**src/rtl/strobed_port_pkg.sv**
```systemverilog
package strobed_port_pkg;

  // Edge events recovered from the synchronised acknowledge line
  typedef struct packed {
    logic fall;   // acknowledge asserted (high to low)
    logic rise;   // acknowledge released (low to high)
  } ack_evt_t;

endpackage

```
**src/rtl/sop_rst_sync.sv**
```systemverilog
module sop_rst_sync #(
  parameter int STAGES = 2
) (
  input  logic clk,
  input  logic arst_n,
  output logic rst_n_o
);

  logic [STAGES-1:0] chain_q;
  logic [STAGES-1:0] chain_d;

  always_comb begin
    chain_d = {chain_q[STAGES-2:0], 1'b1};
  end

  always_ff @(posedge clk or negedge arst_n) begin
    if (!arst_n) begin
      chain_q <= '0;
    end else begin
      chain_q <= chain_d;
    end
  end

  assign rst_n_o = chain_q[STAGES-1];

endmodule

```
**src/rtl/sop_ack_sync.sv**
```systemverilog
module sop_ack_sync
  import strobed_port_pkg::*;
#(
  parameter int STAGES = 2
) (
  input  logic     clk,
  input  logic     rst_n,
  input  logic     ack_n_i,
  output ack_evt_t evt_o
);

  localparam int TOP = STAGES - 1;

  logic [STAGES-1:0] sync_q;
  logic [STAGES-1:0] sync_d;
  logic              last_q;
  logic              last_d;

  // Shift the raw pin in; remember the previous synchronised level
  always_comb begin
    sync_d = {sync_q[STAGES-2:0], ack_n_i};
    last_d = sync_q[TOP];
  end

  // Idle acknowledge level is high, so reset to ones to avoid a false edge
  always_ff @(posedge clk or negedge rst_n) begin
    if (!rst_n) begin
      sync_q <= '1;
      last_q <= 1'b1;
    end else begin
      sync_q <= sync_d;
      last_q <= last_d;
    end
  end

  always_comb begin
    evt_o.fall = last_q & ~sync_q[TOP];
    evt_o.rise = ~last_q & sync_q[TOP];
  end

endmodule

```
**src/rtl/sop_hs_ctrl.sv**
```systemverilog
module sop_hs_ctrl
  import strobed_port_pkg::*;
#(
  parameter int DATA_W = 8
) (
  input  logic              clk,
  input  logic              rst_n,
  input  logic              wr_stb,
  input  logic [DATA_W-1:0] wr_data,
  input  ack_evt_t          evt,
  output logic [DATA_W-1:0] port_out,
  output logic              obf_n
);

  logic [DATA_W-1:0] data_q;
  logic [DATA_W-1:0] data_d;
  logic              data_en;
  logic              obf_q;
  logic              obf_d;

  // Next state: a write takes priority over an acknowledge fall
  always_comb begin
    data_en = wr_stb;
    data_d  = wr_data;
    obf_d   = obf_q;
    if (wr_stb) begin
      obf_d = 1'b0;
    end else if (evt.fall) begin
      obf_d = 1'b1;
    end
  end

  always_ff @(posedge clk or negedge rst_n) begin
    if (!rst_n) begin
      data_q <= '0;
    end else if (data_en) begin
      data_q <= data_d;
    end
  end

  always_ff @(posedge clk or negedge rst_n) begin
    if (!rst_n) begin
      obf_q <= 1'b1;
    end else begin
      obf_q <= obf_d;
    end
  end

  assign port_out = data_q;
  assign obf_n    = obf_q;

endmodule

```
**src/rtl/sop_irq_ctrl.sv**
```systemverilog
module sop_irq_ctrl
  import strobed_port_pkg::*;
#(
  parameter int SEL_W  = 3,
  parameter int EN_SEL = 6
) (
  input  logic             clk,
  input  logic             rst_n,
  input  logic             wr_stb,
  input  logic             cmd_stb,
  input  logic [SEL_W-1:0] cmd_sel,
  input  logic             cmd_val,
  input  ack_evt_t         evt,
  output logic             irq,
  output logic             en_o
);

  localparam logic [SEL_W-1:0] EN_SEL_V = SEL_W'(EN_SEL);

  logic en_q;
  logic en_d;
  logic en_ld;
  logic pend_q;
  logic pend_d;

  always_comb begin
    en_ld = cmd_stb && (cmd_sel == EN_SEL_V);
    en_d  = cmd_val;
  end

  // A write clears the request and outranks an acknowledge rise
  always_comb begin
    pend_d = pend_q;
    if (wr_stb) begin
      pend_d = 1'b0;
    end else if (evt.rise && en_q) begin
      pend_d = 1'b1;
    end
  end

  always_ff @(posedge clk or negedge rst_n) begin
    if (!rst_n) begin
      en_q <= 1'b0;
    end else if (en_ld) begin
      en_q <= en_d;
    end
  end

  always_ff @(posedge clk or negedge rst_n) begin
    if (!rst_n) begin
      pend_q <= 1'b0;
    end else begin
      pend_q <= pend_d;
    end
  end

  assign irq  = pend_q & en_q;
  assign en_o = en_q;

endmodule

```
**src/rtl/strobed_out_port.sv**
```systemverilog
module strobed_out_port
  import strobed_port_pkg::*;
#(
  parameter int DATA_W      = 8,
  parameter int SEL_W       = 3,
  parameter int EN_SEL      = 6,
  parameter int SYNC_STAGES = 2,
  parameter int RST_STAGES  = 2
) (
  input  logic              clk,
  input  logic              rst_n,
  input  logic              wr_stb,
  input  logic [DATA_W-1:0] wr_data,
  input  logic              cmd_stb,
  input  logic [SEL_W-1:0]  cmd_sel,
  input  logic              cmd_val,
  input  logic              ack_n,
  output logic [DATA_W-1:0] port_out,
  output logic              obf_n,
  output logic              irq
);

  logic     rst_n_int;
  ack_evt_t ack_evt;
  logic     en_int;

  sop_rst_sync #(
    .STAGES (RST_STAGES)
  ) u_rst (
    .clk     (clk),
    .arst_n  (rst_n),
    .rst_n_o (rst_n_int)
  );

  sop_ack_sync #(
    .STAGES (SYNC_STAGES)
  ) u_ack (
    .clk     (clk),
    .rst_n   (rst_n_int),
    .ack_n_i (ack_n),
    .evt_o   (ack_evt)
  );

  sop_hs_ctrl #(
    .DATA_W (DATA_W)
  ) u_hs (
    .clk      (clk),
    .rst_n    (rst_n_int),
    .wr_stb   (wr_stb),
    .wr_data  (wr_data),
    .evt      (ack_evt),
    .port_out (port_out),
    .obf_n    (obf_n)
  );

  sop_irq_ctrl #(
    .SEL_W  (SEL_W),
    .EN_SEL (EN_SEL)
  ) u_irq (
    .clk     (clk),
    .rst_n   (rst_n_int),
    .wr_stb  (wr_stb),
    .cmd_stb (cmd_stb),
    .cmd_sel (cmd_sel),
    .cmd_val (cmd_val),
    .evt     (ack_evt),
    .irq     (irq),
    .en_o    (en_int)
  );

endmodule

```
**config.mk**
```make
export PLATFORM = sky130hd
export DESIGN_NAME = strobed_out_port
export DESIGN_NICKNAME = d
export VERILOG_FILES = /design/src/rtl/strobed_port_pkg.sv /design/src/rtl/sop_rst_sync.sv /design/src/rtl/sop_ack_sync.sv /design/src/rtl/sop_hs_ctrl.sv /design/src/rtl/sop_irq_ctrl.sv /design/src/rtl/strobed_out_port.sv
export SDC_FILE = /design/constraint.sdc
export NUM_CORES = 1
export LEC_CHECK = 0
export ABC_AREA = 1
export CAP_MARGIN = 20
export CORE_MARGIN = 2
export CORE_UTILIZATION = 38
export DETAILED_ROUTE_END_ITERATION = 7
export GPL_ROUTABILITY_DRIVEN = 0
export PLACE_DENSITY = 0.78
export RECOVER_POWER = 50
export SLEW_MARGIN = 25
export SYNTH_ARGS = -nofsm -noshare
export SYNTH_HDL_FRONTEND = slang
export SYNTH_HIERARCHICAL = 1
export SYNTH_SLANG_ARGS = --single-unit
```
**constraint.sdc**
```tcl
create_clock -name clk -period 0.8 [get_ports clk]
set_input_delay 0.16 -clock clk [delete_from_list [all_inputs] [get_ports clk]]
set_output_delay 0.16 -clock clk [all_outputs]
set_load 0.02 [all_outputs]
```
* Yosys cells after proc, flatten, opt, wreduce, memory -nomap -nowiden
Index checks and enable logic that the tools add are counted.
** Word-level totals
- Register bits after elaboration :: 16
- Word-level logic and storage cells :: 21
** Cells by class
- Bitwise gates (word level) :: 5
- Reduce and logical (&&, ||, !) cells :: 4
- Multiplexer cells :: 4
- Equality and inequality tests :: 1
** Operators by type and width (number)
- $mux 1 :: 4
- $reduce_bool 2->1 :: 2
- $and 1x1->1 :: 3
- $eq 3x3->1 const B :: 1
- $logic_and 1x1->1 :: 2
- $not 1->1 :: 2

* Logic depth before layout (Yosys ltp)
Gate-level depths: netlist (run 1).
- Word-level depth :: 5
- Depth in mapped cells :: 5
- Mapped depth without buffers :: 5

* Hierarchy
Netlist (run 1), hierarchy kept.
** Modules (own cells, without submodules)
- sop_hs_ctrl :: cells an instance 37, area an instance 339.1 µm², times used 1, sequential area each 226.5 µm²
- sop_irq_ctrl :: cells an instance 14, area an instance 100.1 µm², times used 1, sequential area each 50.0 µm²
- sop_ack_sync :: cells an instance 7, area an instance 93.8 µm², times used 1, sequential area each 78.8 µm²
- sop_rst_sync :: cells an instance 3, area an instance 53.8 µm², times used 1, sequential area each 50.0 µm²

* Worst setup path before layout (run 1)
No wires, ideal clock.
- Kind :: register to register
- From :: register u_ack.last_q
- To :: register u_irq.pend_q
- Clock period less this slack :: 821 ps
- Data arrival time :: 704 ps
- Cell stages (with the launch flop) :: 4
- Library setup time :: 118 ps
- Slack :: -21 ps
- Path buffers :: 0
- Data required time :: 682 ps
- Path through :: dfstp_2 > nor2_1 > a21oi_1 > nor2_1
** RTL lines
- from (decl) :: RTL line sop_ack_sync.sv:16 : logic last_q;
- from (signal assigned) :: RTL line sop_ack_sync.sv:32 : last_q <= last_d;
- to (signal assigned) :: RTL line sop_irq_ctrl.sv:53 : pend_q <= pend_d;
- to (decl) :: RTL line sop_irq_ctrl.sv:23 : logic pend_q;

* Worst setup path after layout (run 1)
- From :: register u_hs.obf_q (netlist: u_hs/obf_n)
- To :: output obf_n
** RTL lines
- from (decl) :: RTL line sop_hs_ctrl.sv:18 : logic obf_q;
- from (signal assigned) :: RTL line sop_hs_ctrl.sv:43 : obf_q <= 1'b1;
- from (signal assigned) :: RTL line sop_hs_ctrl.sv:45 : obf_q <= obf_d;
- to (decl) :: RTL line strobed_out_port.sv:19 : output logic obf_n,
No word-level cell between the ends.

==> flow_summary.toml, run 1 <==
[global_route]
use_met2 = 0.313
antenna_found_initial = 0
grt_start_max_net_pins = 10
grt_pass1_vias = 518
grt_busiest_layer = "met2"
track_usage = 0.175
grt_pass1_wl_mm = 2.21
grtUsageMet1 = 0.169
gr-total-overflow = 0
met3_usage = 0.0426

[yosys]
syn_nets = 78
yosys-top-cells-area = "dfrtp_1 (51%), nand2_1 (19%), dfstp_2 (18%), inv_1 (3.2%), nor2_1 (3.2%)"
yosys.cell_types.count = 11
syn_inst = 61
synth_top_area_cell = "dfrtp_1"
ys_ff_latch = 16
syn_avg_cell_area_um2 = 9.62
syn_area_um2 = 587
synth_top_area_share = 0.512
ys.warnings.count = 6
ys_seq_area_frac = 0.691

[detailed_routing]
drtIter0Drc = 2
wl_per_cell_um = 12.1
routed_wl_mm = 1.47
ant_nets = 0
vias = 526
via_per_inst = 4.35
drtPass1Iterations = 3
drc = 0

[final_layout]
area_delta_synth_final_pct = 78.0
final_nets = 123
num_antenna_cells = 0
post_route_cells_drive_above_1_share = 0.381
fin_util = 0.710

[clocking]
cts_max_level = 1
clkLatencyLatePin_ps = 280
cts_buffers = 3
cts_tree = "built"
root_buffer = "clkbuf_4"
cts_sinks = 16
clock_path_buffers = 2
path_clk_slew_ps = 80

[sta]
slew_viol_final = 0
setup_ws_ps = -287
whs_ps = 108
period_minus_slack_ps = 1090
rsz0062_at_grt = "yes"
skew_ps = 11.6
fmax_ghz = 0.920
finalSetupTns_ps = -2310
hold_viol = 0
fin_crit_sh = 1.36
finalSetupViolations = 14

[worst_setup_path]
worst-path-buf-inv = 1
end_kind = "primary output"
slowest_delay_ps = 550
cp_top_family = "flip-flops"
path_max_fanout = 2
crit_required_ps = 640
start_kind = "flip-flop"
crit_chain = "buf_6"
arrival_ps = 930
criticalPathCategory = "reg2out"
critical_path.slowest_cell = "dfstp_2"

[placed_design]
hpwlAfterDp_mm = 1.01
port_buffers = 26

[floorplan]
die_area_um2 = 1870
die_h_um = 43.3
die_x_um = 43.3
ios = 27
start_util = 0.399
fp-row-count = 14
core_um2 = 1470

[power]
ir_drop_mv = 1.32
cellPowerDensity_nw_per_um2 = 1710
power.leakage_nw = 0.566

[outcome]
status = "finished, violations left"
violations = "negative setup slack"

[worst_hold_path]
hold_class = "in2async"

[run]
cap_violations = 0
[layout make-up]
class                   count  area (um2)
inverters                   6        22.5
repair buffers             41         399
well taps                  16        20.0
multi-input cells          38         171
clock buffers               4        26.3
fillers                   108         427
flip-flops and latches     16         405
[worst paths after layout]
| path | startpoint | endpoint | slack (ps) | depth (start not counted) |
|---|---|---|---|---|
| max | u_hs/obf_n$_DFFE_PN1P_ | obf_n | -290 | 1 |
| min in group clk | wr_stb | u_hs/obf_n$_DFFE_PN1P_ | 270 | 3 |
| min reg2reg | u_rst/chain_q[1]$_DFF_PN0_ | u_hs/port_out[3]$_DFFE_PN0P_ | 210 | 1 |
| max reg2reg | u_ack/last_q$_DFF_PN1_ | u_hs/obf_n$_DFFE_PN1P_ | -140 | 4 |
| min | rst_n | u_rst/chain_q[0]$_DFF_PN0_ | 110 | 1 |
| max in group asynchronous | u_rst/chain_q[1]$_DFF_PN0_ | u_ack/last_q$_DFF_PN1_ | 210 | 1 |
[where the power goes]
part | switching [mW] | total, mW | internal (mW) | leakage (nW)
registers | 0.0425 | 0.925 | 0.882 | 0.189
clock network | 0.232 | 0.425 | 0.193 | 0.0150
logic | 0.188 | 0.434 | 0.246 | 0.362
total | 0.462 | 1.78 | 1.32 | 0.566
[metrics by stage]
step / instances / power [mW] / setup WS, ps / instance area (um2)
finish: 121 / 1.78 / -287 / 1040
global route: 121 / 1.87 / -321 / 1040
CTS: 117 / 1.77 / -299 / 992
detailed placement: 108 / 1.28 / -457 / 901
global placement: 108 / 1.27 / -453 / 901
floorplan: 61 / 1.06 / -13.3 / 587
[logic make-up (layout without fill, tap and decap cells)]
| logic type | after synthesis | in the layout | synth area share |
|---|---|---|---|
| other | 1 | 1 | 0.00639 |
| AO/OA/AOI/OAI | 1 | 1 | 0.00852 |
| buffers and inverters | 7 | 51 | 0.0576 |
| AND/OR/NAND/NOR | 36 | 36 | 0.237 |
| flip-flops | 16 | 16 | 0.691 |
[routing by layer]
layer | wire length (um) | part of all wire
met2 | 835 | 0.57
met5 | 0 | 0
met4 | 44 | 0.030
met3 | 45 | 0.031
met1 | 539 | 0.37
[Yosys cell counts]
cell     number
nand2_1      29
dfrtp_1      12
inv_1         5
nor2_1        5
dfstp_2       4
a21oi_1       1
buf_6         1
conb_1        1
inv_2         1
nand3_1       1
nor2_2        1
[state kept, by name (all words and copies together) (netlist names)]
register and cells:
u_ack/last_q 1, u_ack/sync_q 2, u_hs/obf_n 1, u_hs/port_out 8
u_irq/en_o 1, u_irq/pend_q 1, u_rst/chain_q 2
[layout by cell type, fill, tap and decap left out, types with 3 or more instances in the layout]
master | netlist | final
buf_4 | 0 | 10
buf_6 | 1 | 13
clkbuf_1 | 0 | 3
clkbuf_4 | 0 | 3
clkdlybuf4s50_1 | 0 | 11
dfrtp_1 | 12 | 12
dfstp_2 | 4 | 4
dlymetal6s2s_1 | 0 | 4
inv_2 | 1 | 5
nand2_1 | 29 | 29
nor2_2 | 1 | 3
[timing repair]
action / 4_1_cts / 5_1_grt
pin swaps: 5 / 9
gates cloned: 0 / 0
buffers inserted: 5 / 5
setup endpoints to repair: 12 / 15
resized for setup: 65 / 12
hold buffers: 0 / 0
Note: power is estimated with default switching activity, not from simulation.
==> run 2, diff against run 1 <==
- CORE_MARGIN: 2 -> 3
==> flow_summary.toml, run 2 (synthesis results as in run 1) <==
[global_route]
track_usage = 0.129
grt_pass1_vias = 418
antenna_found_initial = 0
grt_pass1_wl_mm = 1.75
gr-total-overflow = 0
grt_start_max_net_pins = 15

[clocking]
cts_tree = "built"
clock_path_buffers = 2
cts_max_level = 1
hold_buffers = 0
path_clk_slew_ps = 90
cts_sinks = 16
root_buffer = "clkbuf_4"
cts_buffers = 3
clkLatencyLatePin_ps = 280

[detailed_routing]
dr.max_layer_used = "met4"
wl_met2_um = 680
met3WireLength_um = 56
wl_per_cell_um = 10.8
ant_nets = 0
drc = 0
routed_wl_mm = 1.22
vias = 474
drtIter0Drc = 1
via_per_inst = 4.19
drtPass1Iterations = 2
wl_met1_um = 463

[final_layout]
fin_util = 0.716
area_delta_synth_final_pct = 66.7
post_route_cells_drive_above_1_share = 0.357
final_cell_mix = "nand2_1 (27), clkdlybuf4s50_1 (13), buf_6 (12), dfrtp_1 (12), buf_4 (6)"
final_nets = 117
largest_register_ffs = 8
num_antenna_cells = 0
final_common_cell = "nand2_1"

[sta]
finalSetupViolations = 14
setup_ws_ps = -293
fin_crit_sh = 1.37
period_minus_slack_ps = 1090
slew_viol_final = 0
hold_viol = 0
rsz0062_at_grt = "yes"
fmax_ghz = 0.915
skew_ps = 3.40

[floorplan]
ios = 27
die_x_um = 45.3
core_um2 = 1370
die_h_um = 45.3
fp-row-count = 13
die_area_um2 = 2050
start_util = 0.429

[placed_design]
port_buffers = 26
post-place-ws_ps = -463
hpwlAfterDp_um = 885

[power]
cellPowerDensity_nw_per_um2 = 1770
ir_drop_mv = 1.11
power.leakage_nw = 0.515

[worst_setup_path]
start_kind = "flip-flop"
critical_path.slowest_cell = "dfstp_2"
worst-path-buf-inv = 1
criticalPathCategory = "reg2out"
crit_chain = "buf_6"
path_max_fanout = 2
arrival_ps = 930
crit_required_ps = 640
cp_top_family = "flip-flops"
end_kind = "primary output"
slowest_delay_ps = 540

[outcome]
violations = "negative setup slack"
status = "finished, violations left"

[run]
cap_violations = 0

[worst_hold_path]
hold_class = "in2async"
-- run 2: area by class of cell --
type	count	area, um2
Sequential cell	16	405
Fill cell	109	388
Timing Repair Buffer	35	348
Multi-Input combinational cell	38	161
Clock buffer	3	22.5
Inverter	6	22.5
Tap cell	15	18.8
-- run 2: worst paths after layout --
path	start	endpoint	slack (ps)	cells past startpoint
min in group clk	wr_stb	u_hs/obf_n$_DFFE_PN1P_	220	3
worst max-delay path	u_hs/obf_n$_DFFE_PN1P_	obf_n	-290	1
worst min register to register	u_rst/chain_q[1]$_DFF_PN0_	u_hs/port_out[6]$_DFFE_PN0P_	220	1
worst min-delay path	rst_n	u_rst/chain_q[0]$_DFF_PN0_	100	1
worst max register to register	u_ack/sync_q[1]$_DFF_PN1_	u_irq/pend_q$_DFFE_PN0P_	-100	4
max in group asynchronous	u_rst/chain_q[1]$_DFF_PN0_	u_ack/last_q$_DFF_PN1_	280	1
-- run 2: through the flow --
stage	hold slack [ps]	area (um2)	setup TNS, ps	cells	total power [mW]
detailed placement	178	892	-5660	106	1.27
global route	104	978	-2600	113	1.81
global placement	164	892	-5520	106	1.26
finish	102	978	-2130	113	1.73
floorplan	-136	587	-13.3	61	1.06
CTS	26.0	935	-2220	110	1.72
-- run 2: power breakdown --
part	leakage (nW)	switching [mW]	internal, mW	total (mW)
Combinational	0.313	0.163	0.234	0.398
Sequential	0.189	0.0442	0.882	0.926
Clock	0.0138	0.234	0.174	0.409
Total	0.515	0.442	1.29	1.73
-- run 2: layer usage --
metal,global-route usage,up-vias
met2,0.195,9
met5,0,-
met3,0.0239,2
li1,-,253
met4,0.105,0
met1,0.157,210
-- run 2: repair_timing --
item,4_1_cts,5_1_grt
endpoints found under the setup margin,12,13
buffers inserted,1,3
pin swaps,0,1
resized for setup,60,10
==> run 3, diff against run 2 <==
- CAP_MARGIN: 20 -> unset
==> results of run 3 <==
Final layout, timing and power as in run 2 (identical DEF).
